--- src/rtl/mdio_pkg.sv ---
package mdio_pkg;
  localparam int PRE_BITS   = 32;
  localparam int CMD_BITS   = 32;
  localparam int FRAME_BITS = PRE_BITS + CMD_BITS;
  localparam int IDX_W      = $clog2(FRAME_BITS);
  localparam int RD_W       = 16;
  // frame positions (preamble occupies 0..31)
  localparam int TA_IDX     = PRE_BITS + CMD_BITS - RD_W - 2;
  localparam int DATA_IDX   = PRE_BITS + CMD_BITS - RD_W;
  localparam int LAST_IDX   = FRAME_BITS - 1;
  localparam int EVT_BIT    = 23;
  localparam logic [31:0] EVT_MASK = 32'h1 << EVT_BIT;
  localparam logic [1:0]  OP_READ  = 2'b10;

  function automatic logic cmd_is_read(input logic [CMD_BITS-1:0] c);
    return c[29:28] == OP_READ;
  endfunction
endpackage

--- src/rtl/mdio_clkgen.sv ---
module mdio_clkgen #(
  parameter int SPD_W = 8
) (
  input  logic             clk,
  input  logic             rst,
  input  logic             run,
  input  logic [SPD_W-1:0] spd,
  output logic             mdc,
  output logic             rise,
  output logic             fall
);
  logic [SPD_W-1:0] cnt_q;
  logic             mdc_q;
  logic             tick;

  // half period elapses after spd clocks; zero rate never ticks
  assign tick = run && (spd != '0) && (cnt_q >= spd - SPD_W'(1));
  assign rise = tick && !mdc_q;
  assign fall = tick && mdc_q;
  assign mdc  = mdc_q;

  always_ff @(posedge clk) begin
    if (rst || !run) begin
      cnt_q <= '0;
      mdc_q <= 1'b0;
    end else if (tick) begin
      cnt_q <= '0;
      mdc_q <= ~mdc_q;
    end else if (spd != '0) begin
      cnt_q <= cnt_q + SPD_W'(1);
    end
  end
endmodule

--- src/rtl/mdio_frame.sv ---
module mdio_frame
  import mdio_pkg::*;
(
  input  logic                clk,
  input  logic                rst,
  input  logic                start,
  input  logic [CMD_BITS-1:0] cmd,
  input  logic                rise,
  input  logic                fall,
  input  logic                mdio_i,
  output logic                mdio_o,
  output logic                mdio_oe,
  output logic                active,
  output logic                done,
  output logic                is_rd,
  output logic [IDX_W-1:0]    idx,
  output logic [RD_W-1:0]     rdata
);
  logic [FRAME_BITS-1:0] sh_q;
  logic [IDX_W-1:0]      idx_q;
  logic [IDX_W-1:0]      idx_nx;
  logic                  act_q, oe_q, rd_q;
  logic [RD_W-1:0]       cap_q;

  assign idx_nx  = idx_q + IDX_W'(1);
  assign done    = act_q && fall && (idx_q == IDX_W'(LAST_IDX));
  assign mdio_o  = sh_q[FRAME_BITS-1];
  assign mdio_oe = oe_q;
  assign active  = act_q;
  assign is_rd   = rd_q;
  assign idx     = idx_q;
  assign rdata   = cap_q;

  // shifter, bit counter and drive control
  always_ff @(posedge clk) begin
    if (rst) begin
      sh_q  <= '0;
      idx_q <= '0;
      act_q <= 1'b0;
      oe_q  <= 1'b0;
      rd_q  <= 1'b0;
    end else if (start) begin
      sh_q  <= {{PRE_BITS{1'b1}}, cmd};
      idx_q <= '0;
      act_q <= 1'b1;
      oe_q  <= 1'b1;
      rd_q  <= cmd_is_read(cmd);
    end else if (act_q && fall) begin
      if (idx_q == IDX_W'(LAST_IDX)) begin
        act_q <= 1'b0;
        oe_q  <= 1'b0;
      end else begin
        idx_q <= idx_nx;
        sh_q  <= {sh_q[FRAME_BITS-2:0], 1'b0};
        oe_q  <= !(rd_q && (idx_nx >= IDX_W'(TA_IDX)));
      end
    end
  end

  // read data capture on rising MDC
  always_ff @(posedge clk) begin
    if (rst) begin
      cap_q <= '0;
    end else if (act_q && rise && rd_q && (idx_q >= IDX_W'(DATA_IDX))) begin
      cap_q <= {cap_q[RD_W-2:0], mdio_i};
    end
  end
endmodule

--- src/rtl/mdio_mgmt_master.sv ---
module mdio_mgmt_master
  import mdio_pkg::*;
#(
  parameter int SPD_W = 8
) (
  input  logic             clk,
  input  logic             rst,
  input  logic             cmd_we,
  input  logic [31:0]      cmd_wdata,
  input  logic             spd_we,
  input  logic [SPD_W-1:0] spd_wdata,
  input  logic             ev_we,
  input  logic [31:0]      ev_wdata,
  output logic [31:0]      mgmt_data,
  output logic [31:0]      event_word,
  output logic             busy,
  output logic             mdc,
  output logic             mdio_o,
  output logic             mdio_oe,
  input  logic             mdio_i
);
  logic [SPD_W-1:0] spd_q;
  logic [31:0]      data_q;
  logic [31:0]      evt_q;
  logic             busy_q, pend_q;
  logic             frm_start, frm_active, frm_done, frm_rd;
  logic [IDX_W-1:0] frm_idx;
  logic [RD_W-1:0]  frm_rdata;
  logic             mdc_rise, mdc_fall;
  logic [31:0]      clr_mask;

  assign frm_start = pend_q && (spd_q != '0) && !frm_active;
  assign clr_mask  = ev_we ? (ev_wdata & EVT_MASK) : '0;

  // rate register
  always_ff @(posedge clk) begin
    if (rst)         spd_q <= '0;
    else if (spd_we) spd_q <= spd_wdata;
  end

  // event register: completion sets, write-one clears, set wins
  always_ff @(posedge clk) begin
    if (rst) evt_q <= '0;
    else     evt_q <= (evt_q & ~clr_mask) | (frm_done ? EVT_MASK : '0);
  end

  // command acceptance, pending hold and completion
  always_ff @(posedge clk) begin
    if (rst) begin
      data_q <= '0;
      busy_q <= 1'b0;
      pend_q <= 1'b0;
    end else begin
      if (cmd_we && !busy_q) begin
        data_q <= cmd_wdata;
        busy_q <= 1'b1;
        pend_q <= 1'b1;
      end
      if (frm_start) pend_q <= 1'b0;
      if (frm_done) begin
        busy_q <= 1'b0;
        if (frm_rd) data_q[RD_W-1:0] <= frm_rdata;
      end
    end
  end

  mdio_clkgen #(.SPD_W(SPD_W)) u_clk (
    .clk  (clk),
    .rst  (rst),
    .run  (frm_active),
    .spd  (spd_q),
    .mdc  (mdc),
    .rise (mdc_rise),
    .fall (mdc_fall)
  );

  mdio_frame u_frm (
    .clk     (clk),
    .rst     (rst),
    .start   (frm_start),
    .cmd     (data_q),
    .rise    (mdc_rise),
    .fall    (mdc_fall),
    .mdio_i  (mdio_i),
    .mdio_o  (mdio_o),
    .mdio_oe (mdio_oe),
    .active  (frm_active),
    .done    (frm_done),
    .is_rd   (frm_rd),
    .idx     (frm_idx),
    .rdata   (frm_rdata)
  );

  assign mgmt_data  = data_q;
  assign event_word = evt_q;
  assign busy       = busy_q;
endmodule

--- config.mk ---
export PLATFORM = sky130hd
export DESIGN_NAME = mdio_mgmt_master
export DESIGN_NICKNAME = d
export VERILOG_FILES = /design/src/rtl/mdio_pkg.sv /design/src/rtl/mdio_clkgen.sv /design/src/rtl/mdio_frame.sv /design/src/rtl/mdio_mgmt_master.sv
export SDC_FILE = /design/constraint.sdc
export NUM_CORES = 1
export LEC_CHECK = 0
export BUFFER_PORTS_ARGS = -buffer_cell sky130_fd_sc_hd__buf_2
export CAP_MARGIN = 20
export CORE_ASPECT_RATIO = 1.1
export CORE_MARGIN = 5
export CORE_UTILIZATION = 58
export CTS_BUF_LIST = sky130_fd_sc_hd__clkbuf_16
export CTS_CLUSTER_SIZE = 10
export DETAILED_ROUTE_END_ITERATION = 16
export GPL_TIMING_DRIVEN = 0
export PLACE_DENSITY = 0.91
export SLEW_MARGIN = 30
export SYNTH_ARGS = -nofsm -noshare
export SYNTH_HDL_FRONTEND = slang
export SYNTH_SLANG_ARGS = --single-unit
--- constraint.sdc ---
create_clock -name clk -period 6.1 [get_ports clk]
set_clock_uncertainty 0.1 [all_clocks]
set_input_delay 1.525 -clock clk [delete_from_list [all_inputs] [get_ports clk]]
set_output_delay 1.525 -clock clk [all_outputs]
set_load 0.01 [all_outputs]
==> summary.txt, run 1 <==
Clocking
  – Hold-fix buffers, CTS: 0
  – Clk_lat worst skew: 0.43 ns
  – Total CTS buffers: 17
  – Clock Path Buffers: 2
  – CTS tree: done
  – Number of H-tree levels: 4
  – Clk Tree Root Cell: clkbuf_16
  – Postcts setup bufs: 0
  – Clk sink count: 141
  – Post-cts gate resize count: 0
  – Clock transition at path regs: 0.06 ns

Place
  – IO buf count: 82
  – Placed insts: 1004
  – HPWL after detailed placement: 10910 um
  – Final GP Congestion: 0.8993

Setup path
  – Largest stage delay, worst path: 0.43 ns
  – Cell Chain, Critical Path: nor4_4 -> nand2_1 -> xor2_1 -> ha_1 -> and4_1 -> o21ai_1 -> o221a_2 -> nor2_1 -> clkbuf_1 -> nand2_1 -> a311oi_1
  – Critical Path Start: spd_q[2]
  – CP required: 6.32 ns
  – Arr. time, crit path: 3.54 ns
  – Type of destination of the critical path: flop
  – Worst path top cell family by delay: simple AND/OR/NAND/NOR gates
  – Critical-path maximum fanout: 10
  – Worst reg2reg path startpoint: spd_q[2]
  – CP Buf/Inv Count: 1
  – Startpoint types: flop
  – Worst setup path class: reg2reg
  – Critical path's slowest cell: nor4_4
  – Cell with the most instances on the worst path: nand2_1

Logic synthesis
  – Synthesized area per cell: 8.312 um2
  – Ys flop type: dfxtp_1
  – Area contributors post-synth: dfxtp_1, nand2_1, nor2_1, a311oi_1, nor3_1
  – Most numerous cell in the Yosys netlist: dfxtp_1
  – Synth unique cells: 46
  – Top cells by count, synth: dfxtp_1, nand2_1, nor2_1
  – Synthesized area: 6226 um2
  – Syn Inst Count: 749
  – Post-synth ARST share: 0
  – Share of the synthesized area in the top cell type: 0.4534
  – Sequential fraction of the synthesis area: 0.4534
  – Post-synth EDFFs: 0
  – Flops & latches, synth: 141
  – Yosys top cell by area: dfxtp_1
  – Syn. warnings: 0

Pwr
  – Peak VDD IR: 192.2 uV
  – LEAKAGE: 3.361 nW
  – Seq pwr share: 0.454
  – Comb power frac: 0.115
  – Cell Int Power: 1.650 mW
  – Sw Pwr: 599.8 uW
  – Sw frac: 0.2666
  – Total power divided by cell area: 300.8 nW/um2
  – Clk pwr share: 0.431

Die
  – Rows: 39
  – Initial Utilization: 0.5962
  – Die Area: 12910 um2
  – Total core area: 10440 um2
  – Die Ht: 118.7 um
  – Die extent in x: 108.8 um
  – IO Count: 146

Detailed routing
  – DRC Markers: 0
  – Avg WL per Cell: 15.26 um
  – Routed wire length: 15810 um
  – Pre-Repair DR Iteration Count: 6
  – Total number of vias: 5779
  – Iter 0 DRT Violations: 539
  – Post-route ant nets: 0
  – Via density: 5.578

Flow run
  – Max-cap violations: 0

GRT
  – Total track usage: 0.2506
  – GR Overflow Total: 0
  – Vias in the first global route: 5489
  – Global-route wire length before repair: 26040 um
  – Largest net degree at the start of global routing: 17
  – Initial antenna violation count: 0

Timing
  – RSZ-0062 raised after global routing: false
  – Relative slew margins: 0.5969
  – Final setup viols: 0
  – Final Hold Fails: 0
  – Least-Margin Pin Slew: 0.6046 ns
  – Max Fclk: 301.2 MHz
  – Setup TNS: 0 ns
  – Crit path time final: 3.320 ns
  – Pins Over Slew Limit: 0
  – Tcrit/Tclk final: 0.5443

Cells and area
  – Fill cells: 796
  – Share of post-route cells with drive strength above 1: 0.1993
  – Final nets: 970
  – Area growth, synth to finish: 20.12%
  – Non-Filler Instances: 1036
  – ANT cells: 0

Worst hold path
  – Hold Crit Start: event_word[23]
  – Hold crit path type: reg2reg

Status
  – Status: completed
## power by group through the flow
| stage | combinational (mW) | clock [mW] | sequential (mW) |
|---|---|---|---|
| 6_report | 0.259 | 0.969 | 1.02 |
| 5_1_grt | 0.286 | 1.01 | 1.03 |
| 4_1_cts | 0.257 | 0.968 | 1.02 |
| 3_5_place_dp | 0.250 | 0 | 1.04 |
| 3_3_place_gp | 0.241 | 0 | 1.04 |
| 2_1_floorplan | 0.176 | 0 | 1.04 |
## per-stage QoR
stage | power, mW | instance area, um2 | setup WS [ns] | util | hold slack (ns)
floorplan | 1.213 | 6339 | 3.428 | - | 0.3471
detailed placement | 1.290 | 6928 | 3.008 | 0.6634 | 0.3558
CTS | 2.246 | 7478 | 2.792 | 0.7162 | 0.3640
global route | 2.330 | 7478 | 2.530 | 0.7162 | 0.3857
global placement | 1.279 | 6928 | 3.062 | 0.6634 | 0.3442
finish | 2.250 | 7478 | 2.780 | 0.7162 | 0.3573
## worst register-to-register path: stages (launching register included)
cell and delay [ns]:
dfxtp_1 0.38, nor4_4 0.43, nand2_1 0.13, xor2_1 0.18, ha_1 0.34, and4_1 0.18
o21ai_1 0.09, o221a_2 0.26, nor2_1 0.23, clkbuf_1 0.41, nand2_1 0.14, a311oi_1 0.34
## per-layer routing
metal / vias to the layer above / track usage / part of all wire
li1: 2774 / - / -
met1: 2712 / 0.3084 / 0.41
met2: 242 / 0.4061 / 0.49
met3: 51 / 0.05507 / 0.071
met4: 0 / 0.1334 / 0.035
met5: - / 0 / 0
## state kept, by name (all words and copies together) (netlist names), 6 cells and up
signal and count:
u_frm.sh_q 64, u_frm.rdata 16, u_clk.cnt_q 8, mgmt_data 32, u_frm.idx 6, spd_q 8
## final cells by class
class / count / area, um2 / area share
plain buffers: 85 / 493.0 / 0.06592
well taps: 143 / 178.9 / 0.02393
flip-flops and latches: 141 / 2823 / 0.3774
repair buffers: 82 / 410.4 / 0.05488
multi-input cells: 545 / 2993 / 0.4002
clock inverters: 15 / 125.1 / 0.01673
clock buffers: 17 / 425.4 / 0.05688
inverters: 8 / 30.03 / 0.004015
## cells by family after synthesis
kind of cell | Yosys count | synth area share
xor+xnor | 16 | 0.02251
other cells | 1 | 0.0006023
fa+ha+maj | 12 | 0.02412
mux | 26 | 0.04180
simple gates | 370 | 0.2598
buf+inv | 93 | 0.08400
compound gates | 90 | 0.1137
flops | 141 | 0.4534
## layout by cell type, fill, tap and decap left out, types with 24 or more instances in the layout
cell type / instances
a21oi_1: 24
nand2_1: 140
dfxtp_1: 141
conb_1: 31
nor2_1: 126
buf_2: 101
mux2i_1: 26
nor3_1: 67
buf_4: 34
clkbuf_1: 27
a311oi_1: 48
## worst paths after layout
kind | to | slack, ns | cells past startpoint
worst max-delay path | u_frm.sh_q[16] | 2.78 | 11
worst min-delay path | event_word[23] | 0.36 | 2
worst max register to register | u_frm.sh_q[16] | 2.78 | 11
worst min register to register | event_word[23] | 0.36 | 2
Note: power is estimated with default switching activity, not from simulation.
==> inputs of run 2 (changes only) <==
--- a/config.mk
+++ b/config.mk
@@ -9,12 +9,12 @@
 export CAP_MARGIN = 20
 export CORE_ASPECT_RATIO = 1.1
 export CORE_MARGIN = 5
-export CORE_UTILIZATION = 58
+export CORE_UTILIZATION = 49
 export CTS_BUF_LIST = sky130_fd_sc_hd__clkbuf_16
 export CTS_CLUSTER_SIZE = 10
 export DETAILED_ROUTE_END_ITERATION = 16
 export GPL_TIMING_DRIVEN = 0
-export PLACE_DENSITY = 0.91
+export PLACE_DENSITY = 0.83
 export SLEW_MARGIN = 30
 export SYNTH_ARGS = -nofsm -noshare
 export SYNTH_HDL_FRONTEND = slang
==> constraint.sdc (replaced) <==
create_clock -name clk -period 2.83 [get_ports clk]
set_clock_uncertainty 0.1 [all_clocks]
set_input_delay 0.7075 -clock clk [delete_from_list [all_inputs] [get_ports clk]]
set_output_delay 0.7075 -clock clk [all_outputs]
set_load 0.01 [all_outputs]
==> run 2 against run 1 <==
Sequential share of layout area down 1.4 points. Routed wire length up 0.54%. Clock-buffer cell count unchanged. Critical path type unchanged. Critical endpoint is now u_frm.sh_q[4].
==> summary.txt, run 2 (synthesis gave the netlist of run 1 again) <==
Status
  – Status: completed

Clocking
  – Clk_lat worst skew: 0.42 ns
  – Clk Tree Root Cell: clkbuf_16
  – Number of H-tree levels: 4
  – Clock transition at path regs: 0.06 ns
  – Hold-fix buffers, CTS: 0
  – Clock Path Buffers: 2
  – CTS tree: done
  – Total CTS buffers: 17
  – Clk sink count: 141

Timing
  – Final hold slack: 0.3558 ns
  – Final Hold Fails: 0
  – Max Fclk: 358.5 MHz
  – Setup TNS: 0 ns
  – RSZ-0062 raised after global routing: true
  – Tcrit/Tclk final: 0.9856
  – Pins Over Slew Limit: 0
  – Final setup viols: 0
  – Crit path time final: 2.789 ns
  – Relative slew margins: 0.6011
  – Least-Margin Pin Slew: 0.5984 ns

Detailed routing
  – Routed wire length: 15890 um
  – DRC Markers: 0
  – Iter 0 DRT Violations: 497
  – Via density: 5.324
  – Total number of vias: 5649
  – Pre-Repair DR Iteration Count: 5
  – Post-route ant nets: 0
  – Avg WL per Cell: 14.98 um

Cells and area
  – Fill cells: 1021
  – Final Core Density: 0.6205
  – Area of the multi-input gates: 3143 um2
  – Register area: 2829 um2
  – Fin area: 7779 um2
  – Largest register FFs: 64
  – Area growth, synth to finish: 24.94%
  – Commonest cells after routing, fill and taps aside: nand2_1, dfxtp_1, nor2_1, buf_2, nor3_1
  – Largest Register: u_frm.sh_q
  – Final nets: 982
  – Share of post-route cells with drive strength above 1: 0.2356
  – Commonest non-fill, non-tap cell in the layout: nand2_1
  – ANT cells: 0

Flow run
  – Max-cap violations: 0

Pwr
  – Power Total: 4.733 mW
  – Peak VDD IR: 435.7 uV
  – LEAKAGE: 3.465 nW
  – Total power divided by cell area: 608.4 nW/um2

Place
  – Final GP Congestion: 0.8400
  – HPWL after detailed placement: 10740 um
  – IO buf count: 82
  – DP Area: 6945 um2

GRT
  – Total track usage: 0.2028
  – Initial antenna violation count: 0
  – GR Overflow Total: 0
  – Largest net degree at the start of global routing: 17
  – Vias in the first global route: 5283
  – Global-route wire length before repair: 25440 um

Setup path
  – CP required: 3.04 ns
  – Critical-path maximum fanout: 10
  – Arr. time, crit path: 3.00 ns
  – Worst setup path class: reg2reg
  – Type of destination of the critical path: flop
  – Startpoint types: flop

Die
  – Rows: 43
  – Initial Utilization: 0.4967
  – Die Area: 15060 um2
  – Die extent in x: 117.5 um
  – IO Count: 146
  – Die Ht: 128.2 um
  – Total core area: 12540 um2

Worst hold path
  – Hold crit path type: reg2reg
[run 2: changes by cell type in the layout (fill, tap and decap cells not counted), sizes merged]
cell and change:
clkbuf +2, clkinv +1, bufinv -1, buf +10, inv -1
[run 2: worst max-delay path, stage by stage (launching register included)]
cell	delay (ns)
dfxtp_1	0.32
inv_1	0.18
ha_4	0.23
nand2_1	0.07
xor2_1	0.15
ha_1	0.30
and4_1	0.22
o21ai_2	0.09
o221a_4	0.25
nor2_4	0.16
buf_4	0.21
nand2_1	0.09
a311oi_1	0.32
[run 2: through the flow]
step           worst slack [ns]  instances
2_1_floorplan            0.1584        779
3_3_place_gp            -0.2274       1018
3_5_place_dp            -0.3970       1018
4_1_cts                -0.03145       1051
5_1_grt                 -0.1176       1061
6_report                0.04067       1061
[run 2: area by class of cell]
cell class,instances,area share
Tap cell,157,0.02525
Clock buffer,17,0.05469
Clock inverter,14,0.01062
Buffer,85,0.07174
Multi-Input combinational cell,545,0.4041
Inverter,8,0.003860
Timing Repair Buffer,94,0.06611
Sequential cell,141,0.3637
[run 2: path summary, 6_finish.rpt]
check / start / endpoint / slack [ns] / depth (start not counted)
worst max-delay path: spd_q[0] / u_frm.sh_q[4] / 0.04 / 12
worst min-delay path: event_word[23] / event_word[23] / 0.36 / 2
worst max register to register: spd_q[0] / u_frm.sh_q[4] / 0.04 / 12
worst min register to register: event_word[23] / event_word[23] / 0.36 / 2
[run 2: repair_timing]
item                                    in CTS  in global routing
cloned                                       0                  1
endpoints found under the setup margin     107                106
endpoints found under the hold margin        0                  0
setup buffers                                2                  9
pin swaps                                    2                 11
gates resized for setup                     20                 37
[run 2: report_power, final]
group | leakage (nW) | switching, mW | internal (mW)
Combinational | 2.06 | 0.330 | 0.254
Clock | 0.248 | 0.847 | 1.09
Sequential | 1.15 | 0.0888 | 2.12
Total | 3.46 | 1.27 | 3.47
[run 2: per-layer routing]
layer,part of all wire,up-vias,wire length [um],GRT usage
li1,-,2791,-,-
met1,0.43,2641,6832,0.2581
met2,0.50,190,7871,0.3312
met3,0.057,27,902,0.04590
met4,0.018,0,284,0.08907
met5,0,-,0,0
